===== src/rtl/rxwd_pkg.sv =====
`timescale 1ns/1ps
package rxwd_pkg;
  typedef enum logic {
    WD_IDLE = 1'b0,
    WD_RUN  = 1'b1
  } wd_state_t;
endpackage


===== src/rtl/rxwd_prescaler.sv =====
`timescale 1ns/1ps
module rxwd_prescaler #(
  parameter int PRE_W = 8
) (
  input  logic clk,
  input  logic rst,
  input  logic run_i,
  output logic tick_o
);
  localparam logic [PRE_W-1:0] PRE_LAST = '1;
  localparam logic [PRE_W-1:0] PRE_ONE  = PRE_W'(1);

  logic [PRE_W-1:0] pre_q;

  // Held at zero while idle so every run starts with a full step
  always_ff @(posedge clk) begin
    if (rst || !run_i) pre_q <= '0;
    else               pre_q <= pre_q + PRE_ONE;
  end

  assign tick_o = run_i && (pre_q == PRE_LAST);

  AST_TICK_SPACED: assert property (@(posedge clk) disable iff (rst)
    tick_o |=> !tick_o);
endmodule


===== src/rtl/rxwd_core.sv =====
`timescale 1ns/1ps
module rxwd_core
  import rxwd_pkg::*;
#(
  parameter int RLD_W = 8
) (
  input  logic             clk,
  input  logic             rst,
  input  logic             wr_en_i,
  input  logic [RLD_W-1:0] wr_data_i,
  input  logic             frm_done_i,
  input  logic             frm_irq_req_i,
  input  logic             tick_i,
  output logic             run_o,
  output logic             fire_o
);
  localparam logic [RLD_W-1:0] CNT_ONE = RLD_W'(1);

  wd_state_t        state_q;
  logic [RLD_W-1:0] reload_q;
  logic [RLD_W-1:0] cnt_q;
  logic             fire_q;
  logic             arm_req;
  logic             cancel_req;
  logic             zero_wr;

  assign arm_req    = frm_done_i && !frm_irq_req_i && (reload_q != '0);
  assign cancel_req = frm_done_i && frm_irq_req_i;
  assign zero_wr    = wr_en_i && (wr_data_i == '0);

  always_ff @(posedge clk) begin
    if (rst) begin
      state_q  <= WD_IDLE;
      reload_q <= '0;
      cnt_q    <= '0;
      fire_q   <= 1'b0;
    end else begin
      fire_q <= 1'b0;
      if (wr_en_i) reload_q <= wr_data_i;
      unique case (state_q)
        WD_IDLE: begin
          if (arm_req) begin
            state_q <= WD_RUN;
            cnt_q   <= reload_q;
          end
        end
        WD_RUN: begin
          if (cancel_req || zero_wr) begin
            state_q <= WD_IDLE;
          end else if (tick_i) begin
            if (cnt_q == CNT_ONE) begin
              state_q <= WD_IDLE;
              fire_q  <= 1'b1;
            end else begin
              cnt_q <= cnt_q - CNT_ONE;
            end
          end
        end
        default: state_q <= WD_IDLE;
      endcase
    end
  end

  assign run_o  = (state_q == WD_RUN);
  assign fire_o = fire_q;

  AST_ZERO_NO_ARM: assert property (@(posedge clk) disable iff (rst)
    (state_q == WD_IDLE && frm_done_i && reload_q == '0) |=> (state_q == WD_IDLE));
  AST_NO_RESTART: assert property (@(posedge clk) disable iff (rst)
    (state_q == WD_RUN && !tick_i) |=> (state_q == WD_IDLE || $stable(cnt_q)));
  AST_CANCEL_QUIET: assert property (@(posedge clk) disable iff (rst)
    (state_q == WD_RUN && cancel_req) |=> (state_q == WD_IDLE && !fire_q));
  AST_ZERO_WR_STOP: assert property (@(posedge clk) disable iff (rst)
    (state_q == WD_RUN && zero_wr) |=> (state_q == WD_IDLE && !fire_q));
endmodule


===== src/rtl/rx_irq_delay_timer.sv =====
`timescale 1ns/1ps
module rx_irq_delay_timer #(
  parameter int RLD_W = 8,
  parameter int PRE_W = 8
) (
  input  logic             clk,
  input  logic             rst,
  input  logic             cfg_wr_en,
  input  logic [RLD_W-1:0] cfg_wr_data,
  input  logic             frm_done,
  input  logic             frm_irq_req,
  output logic             ri_set,
  output logic             timer_active
);
  logic step_tick;
  logic core_run;
  logic core_fire;

  rxwd_prescaler #(.PRE_W(PRE_W)) u_pre (
    .clk   (clk),
    .rst   (rst),
    .run_i (core_run),
    .tick_o(step_tick)
  );

  rxwd_core #(.RLD_W(RLD_W)) u_core (
    .clk          (clk),
    .rst          (rst),
    .wr_en_i      (cfg_wr_en),
    .wr_data_i    (cfg_wr_data),
    .frm_done_i   (frm_done),
    .frm_irq_req_i(frm_irq_req),
    .tick_i       (step_tick),
    .run_o        (core_run),
    .fire_o       (core_fire)
  );

  assign ri_set       = core_fire;
  assign timer_active = core_run;

  AST_PULSE_SINGLE: assert property (@(posedge clk) disable iff (rst)
    ri_set |=> !ri_set);
  AST_PULSE_ENDS_RUN: assert property (@(posedge clk) disable iff (rst)
    ri_set |-> (!timer_active && $past(timer_active)));
  AST_IDLE_NO_PULSE: assert property (@(posedge clk) disable iff (rst)
    !timer_active |=> !ri_set);
endmodule


===== config.mk =====
export PLATFORM = sky130hd
export DESIGN_NAME = rx_irq_delay_timer
export DESIGN_NICKNAME = d
export VERILOG_FILES = /design/src/rtl/rxwd_pkg.sv /design/src/rtl/rxwd_prescaler.sv /design/src/rtl/rxwd_core.sv /design/src/rtl/rx_irq_delay_timer.sv
export SDC_FILE = /design/constraint.sdc
export NUM_CORES = 1
export LEC_CHECK = 0
export ABC_AREA = 0
export ABC_CLOCK_PERIOD_IN_PS = 5800
export BUFFER_PORTS_ARGS = -buffer_cell sky130_fd_sc_hd__clkbuf_2
export CAP_MARGIN = 20
export CORE_MARGIN = 3
export CORE_UTILIZATION = 61
export DETAILED_ROUTE_END_ITERATION = 8
export GPL_ROUTABILITY_DRIVEN = 1
export GPL_TIMING_DRIVEN = 0
export PLACE_DENSITY = 0.82
export RECOVER_POWER = 100
export SETUP_SLACK_MARGIN = 0.3
export SYNTH_ARGS = -nofsm -noshare
export SYNTH_HDL_FRONTEND = slang
export SYNTH_SLANG_ARGS = --single-unit
export TNS_END_PERCENT = 10

===== constraint.sdc =====
create_clock -name clk -period 5.8 [get_ports clk]
set_clock_uncertainty 0.05 [all_clocks]
set_input_delay 0.58 -clock clk [delete_from_list [all_inputs] [get_ports clk]]
set_output_delay 0.58 -clock clk [all_outputs]
set_load 0.01 [all_outputs]

# --- Yosys cells after proc, flatten, opt, wreduce, memory -nomap -nowiden ---
# Cells that the tools add are included.
classes:
  addsub: 2
  eq_ne: 6
  mux: 11
  n_bitwise: 2
  n_reduce_logical: 13
ops:
  columns: ["cell", "n"]
  rows:
  - ["$mux W8", 4]
  - ["$pmux W8 S2", 1]
  - ["$add A8 B1 Y8 const B", 1]
  - ["$eq A8 B1 Y1 const B", 1]
  - ["$eq A8 B8 Y1 const B", 1]
  - ["$logic_not A8 Y1", 1]
  - ["$reduce_bool A8 Y1", 1]
  - ["$sub A8 B1 Y8 const B", 1]
  - ["$ne A2 B2 Y1 const B", 3]
  - ["$logic_and A1 B1 Y1", 5]
  - ["$mux W1", 5]
  - ["$reduce_and A4 Y1", 1]
  - ["$reduce_or A4 Y1", 1]
  - ["$logic_not A1 Y1", 2]
  - ["$logic_or A1 B1 Y1", 2]
  - ["$ne A2 B1 Y1 const B", 1]
  - ["$not A1 Y1", 2]
  - ["$pmux W1 S2", 1]
word_totals:
  regBits: 26
  in_bits: 13
  out_inout_bits: 2
  elab_cells: 39

# --- Logic depth before layout (Yosys ltp) ---
logic_depth:
  ltp_word: 5
  ltp_mapped: 7

# --- Cells and area by module ---
# A second synthesis with hierarchy kept.
unflattened:
  hier_cells: 149
  hier_area_um2: 1387.6
by_module_without_submodules:
  columns: ["mod", "n_inst", "cells_each", "area_each_um2", "seq_area_each_um2"]
  rows:
  - ["rxwd_core", 1, 112, 1063.5, 360.3]
  - ["rxwd_prescaler", 1, 37, 324.1, 160.2]

# --- Worst setup path before layout ---
# OpenSTA, ideal clock, no wires.
synth_timing:
  kind: "input to register"
  from: "input port cfg_wr_data[3]"
  to: "register u_core.cnt_q[1]"
  arrival_time_ns: 1.884
  path_slack_ns: 3.794
  path_stages: 4
  path_cell_list: "or4_4 > o311ai_4 > o21a_4 > mux2i_1"
synth_via:
  elab_chain_cells: 5
synth_rtl:
  columns: ["element", "line_no", "text"]
  rows:
  - ["from (decl)", "rx_irq_delay_timer.sv:9", "input logic [RLD_W-1:0] cfg_wr_data,"]
  - ["$logic_not A8 Y1", "rxwd_core.sv:29", "assign zero_wr = wr_en_i && (wr_data_i == '0);"]
  - ["$logic_and A1 B1 Y1", "rxwd_core.sv:29", null]
  - ["$logic_or A1 B1 Y1", "rxwd_core.sv:48", "if (cancel_req || zero_wr) begin"]
  - ["$ne A2 B2 Y1 (no source line)", null, null]
  - ["$reduce_and A4 Y1 (no source line)", null, null]
  - ["to (signal assigned)", "rxwd_core.sv:44", "cnt_q <= reload_q;"]
  - ["to (signal assigned)", "rxwd_core.sv:55", "cnt_q <= cnt_q - CNT_ONE;"]
  - ["to (decl)", "rxwd_core.sv:21", "logic [RLD_W-1:0] cnt_q;"]
# No other way between the ends.
# A chain may end at the register's enable or synchronous reset.

# --- Worst setup path after layout ---
layout_timing:
  from: "input port cfg_wr_data[3]"
  to: "register u_core.cnt_q[7]"
# The elaborated chain is that of the path after synthesis.

==> reports/summary.txt <==
endpoint class of the critical path - flop
Fin Hold WS - 408 ps
hold-fix buffer count after cts - 0
post-cts repair resize count - 0
Syn Nets - 171
vias in the first global route - 1175
Die X - 53.8 µm
multi-input combinational cell area - 796 µm²
Max Cap Violations - 1
DP Area - 1490 µm²
maximum clock frequency - 322 MHz
Slew Viols, Final - 10
worst hold path class - reg -> reg
crit path launch type - input pin
CTS HTree Levels - 1
PortBufs - 13
Initial Util - 67.7%
post-synth top area cell - dfxtp_1
row cnt - 16
Post-synth EDFFs - 0
DR vias - 1261
total power - 369 µW
total core area - 2060 µm²
HPWL Detailed - 2.16 mm
total wire length - 3.04 mm
Clk Latency, worst-skew pair - 320 ps
number of setup violations in the final report - 0
Final nets - 189
ant diodes - 0
Post-route DRC - 0
prevailing post-synth register cell - dfxtp_1
layout cells sized above 1 - 14.5%
drt wl/cell - 15.3 µm
register area - 520 µm²
synth top area cells - dfxtp_1, mux2i_1, nor2_1
Final Core Density - 73.8%
crit path time final - 3100 ps
synthesized flop and latch total - 26
status - complete, but fails checks
Vias/cell - 6.34
post-synth top area share - 37.3%
first-pass GRT wire length - 5.31 mm
area grow syn2layout - 9.06%
Worst-Margin Slew - 1800 ps
Final Cycle Share - 53.5%
TritonCTS clock tree - yes
Crit Path Class - in -> reg
Crit path arrival time - 3310 ps
routability congestion estimate - 0.834
Final Cell Area - 1520 µm²
# IOs - 15
Post-CTS Setup Inserts - 0
Worst-path clk slew - 140 ps
pwr dens - 243 nW/µm²
critical path peak fanout - 9
drt first pass iters - 4
Async SR Flop Fraction - 0%
Yosys cell types - 47
clk sinks - 26
relative slew slack - -21.3%
clk buf depth - 2
Fin. Hold Viols - 0
Num CTS Buffers - 3
Req. time, crit path - 6000 ps
antenna violations before repair - 0
syn avg cell area - 9.00 µm²
failing checks - max-capacitance violations, max-slew violations
die area - 2900 µm²
commonest cells in the netlist - dfxtp_1, nor2_1, mux2i_1, nand2_1
top-count cell post-synth - dfxtp_1
Die Ht - 53.8 µm
Iter 0 DRT Violations - 45
Mapped Cells - 155
CTS root buffer - clkbuf_4
Syn. warnings - 0
fill count - 161
Global Route Usage Sum - 25.0%
largest net degree at the start of global routing - 16
GRT overflow - 0
VDD IR max - 0.212 mV
area of the mapped netlist - 1400 µm²
RSZ-0062 raised after global routing - false
Fin Setup TNS - 0 ps
sequential cell area fraction in the yosys report - 37.3%
Final ANT Viol Nets - 0
LEAKAGE - 0.558 nW
-- worst max-delay path, stage by stage --
cell	delay [ps]
clkbuf_2	90
or4_1	550
o311ai_0	1470
o311ai_0	390
o22ai_1	230
-- where the power goes --
group,total (mW),internal [mW],switching (mW)
Sequential,0.191,0.185,0.00603
Combinational,0.0551,0.0230,0.0320
Clock,0.123,0.0699,0.0528
-- kinds of logic after synthesis --
family / after synthesis / synth area share, %
multiplexers: 9 / 6.46
buffers and inverters: 13 / 4.13
AO/OA/AOI/OAI: 35 / 20.6
adder cells (fa/ha/maj): 3 / 2.69
XOR/XNOR: 4 / 2.51
AND/OR/NAND/NOR: 65 / 26.3
flip-flops: 26 / 37.3
-- routing by layer --
metal / wire length [µm] / global-route usage, % / vias to the layer above
li1: - / - / 611
met1: 1430 / 33.6 / 592
met2: 1410 / 39.7 / 50
met3: 158 / 4.43 / 8
met4: 39 / 9.36 / 0
met5: 0 / 0 / -
-- per-stage QoR --
step / instances / worst slack (ps)
floorplan: 155 / 3790
global placement: 195 / 3530
detailed placement: 195 / 3510
CTS: 199 / 3810
global route: 199 / 2600
finish: 199 / 2700
-- cells in the final DEF (no fill, tap or decap), types with 2 or more instances in the layout --
master	netlist	routed
dfxtp_1	26	26
nor2_1	18	18
clkbuf_2	1	11
mux2i_1	9	9
clkbuf_1	5	8
nand2_1	8	8
nand3_1	6	6
a21oi_1	6	6
inv_1	5	5
o311ai_0	0	5
nand2b_1	4	4
or4_1	3	4
or3_1	4	4
a21o_1	4	4
o22ai_1	4	4
nor3b_1	3	3
xor2_1	3	3
ha_1	3	3
clkbuf_4	0	3
a211o_1	2	2
or2_2	2	2
buf_4	2	2
nand4_1	2	2
o211ai_1	2	2
a31oi_1	2	2
o21ai_0	2	2
nand4b_1	2	2
nor3_1	2	2
nor2b_1	2	2
-- state kept, by name, indices dropped and copies added, names as in the netlist --
| signal | cells |
|---|---|
| u_core.fire_o | 1 |
| u_core.cnt_q | 8 |
| u_pre.pre_q | 8 |
| u_core.reload_q | 8 |
| u_core.run_o | 1 |
-- area by class of cell --
class                      count  share of cell area [%]
clock buffer                   3                    1.48
clock inverter                 1                    1.97
buffer                         8                    2.55
inverter                       5                    1.23
tap                           27                    2.22
timing repair buffer          13                    4.03
sequential                    26                    34.2
multi-input combinational    116                    52.3
-- path summary, 6_finish.rpt --
check | startpoint | end | slack, ps | cells after the start
max | cfg_wr_data[3] | u_core.cnt_q[7] | 2700 | 5
max reg2reg | u_core.cnt_q[1] | u_core.cnt_q[2] | 3820 | 7
min reg2reg | u_pre.pre_q[0] | u_pre.pre_q[0] | 410 | 1
min | u_pre.pre_q[0] | u_pre.pre_q[0] | 410 | 1
Power figures use the tool's default switching activity.
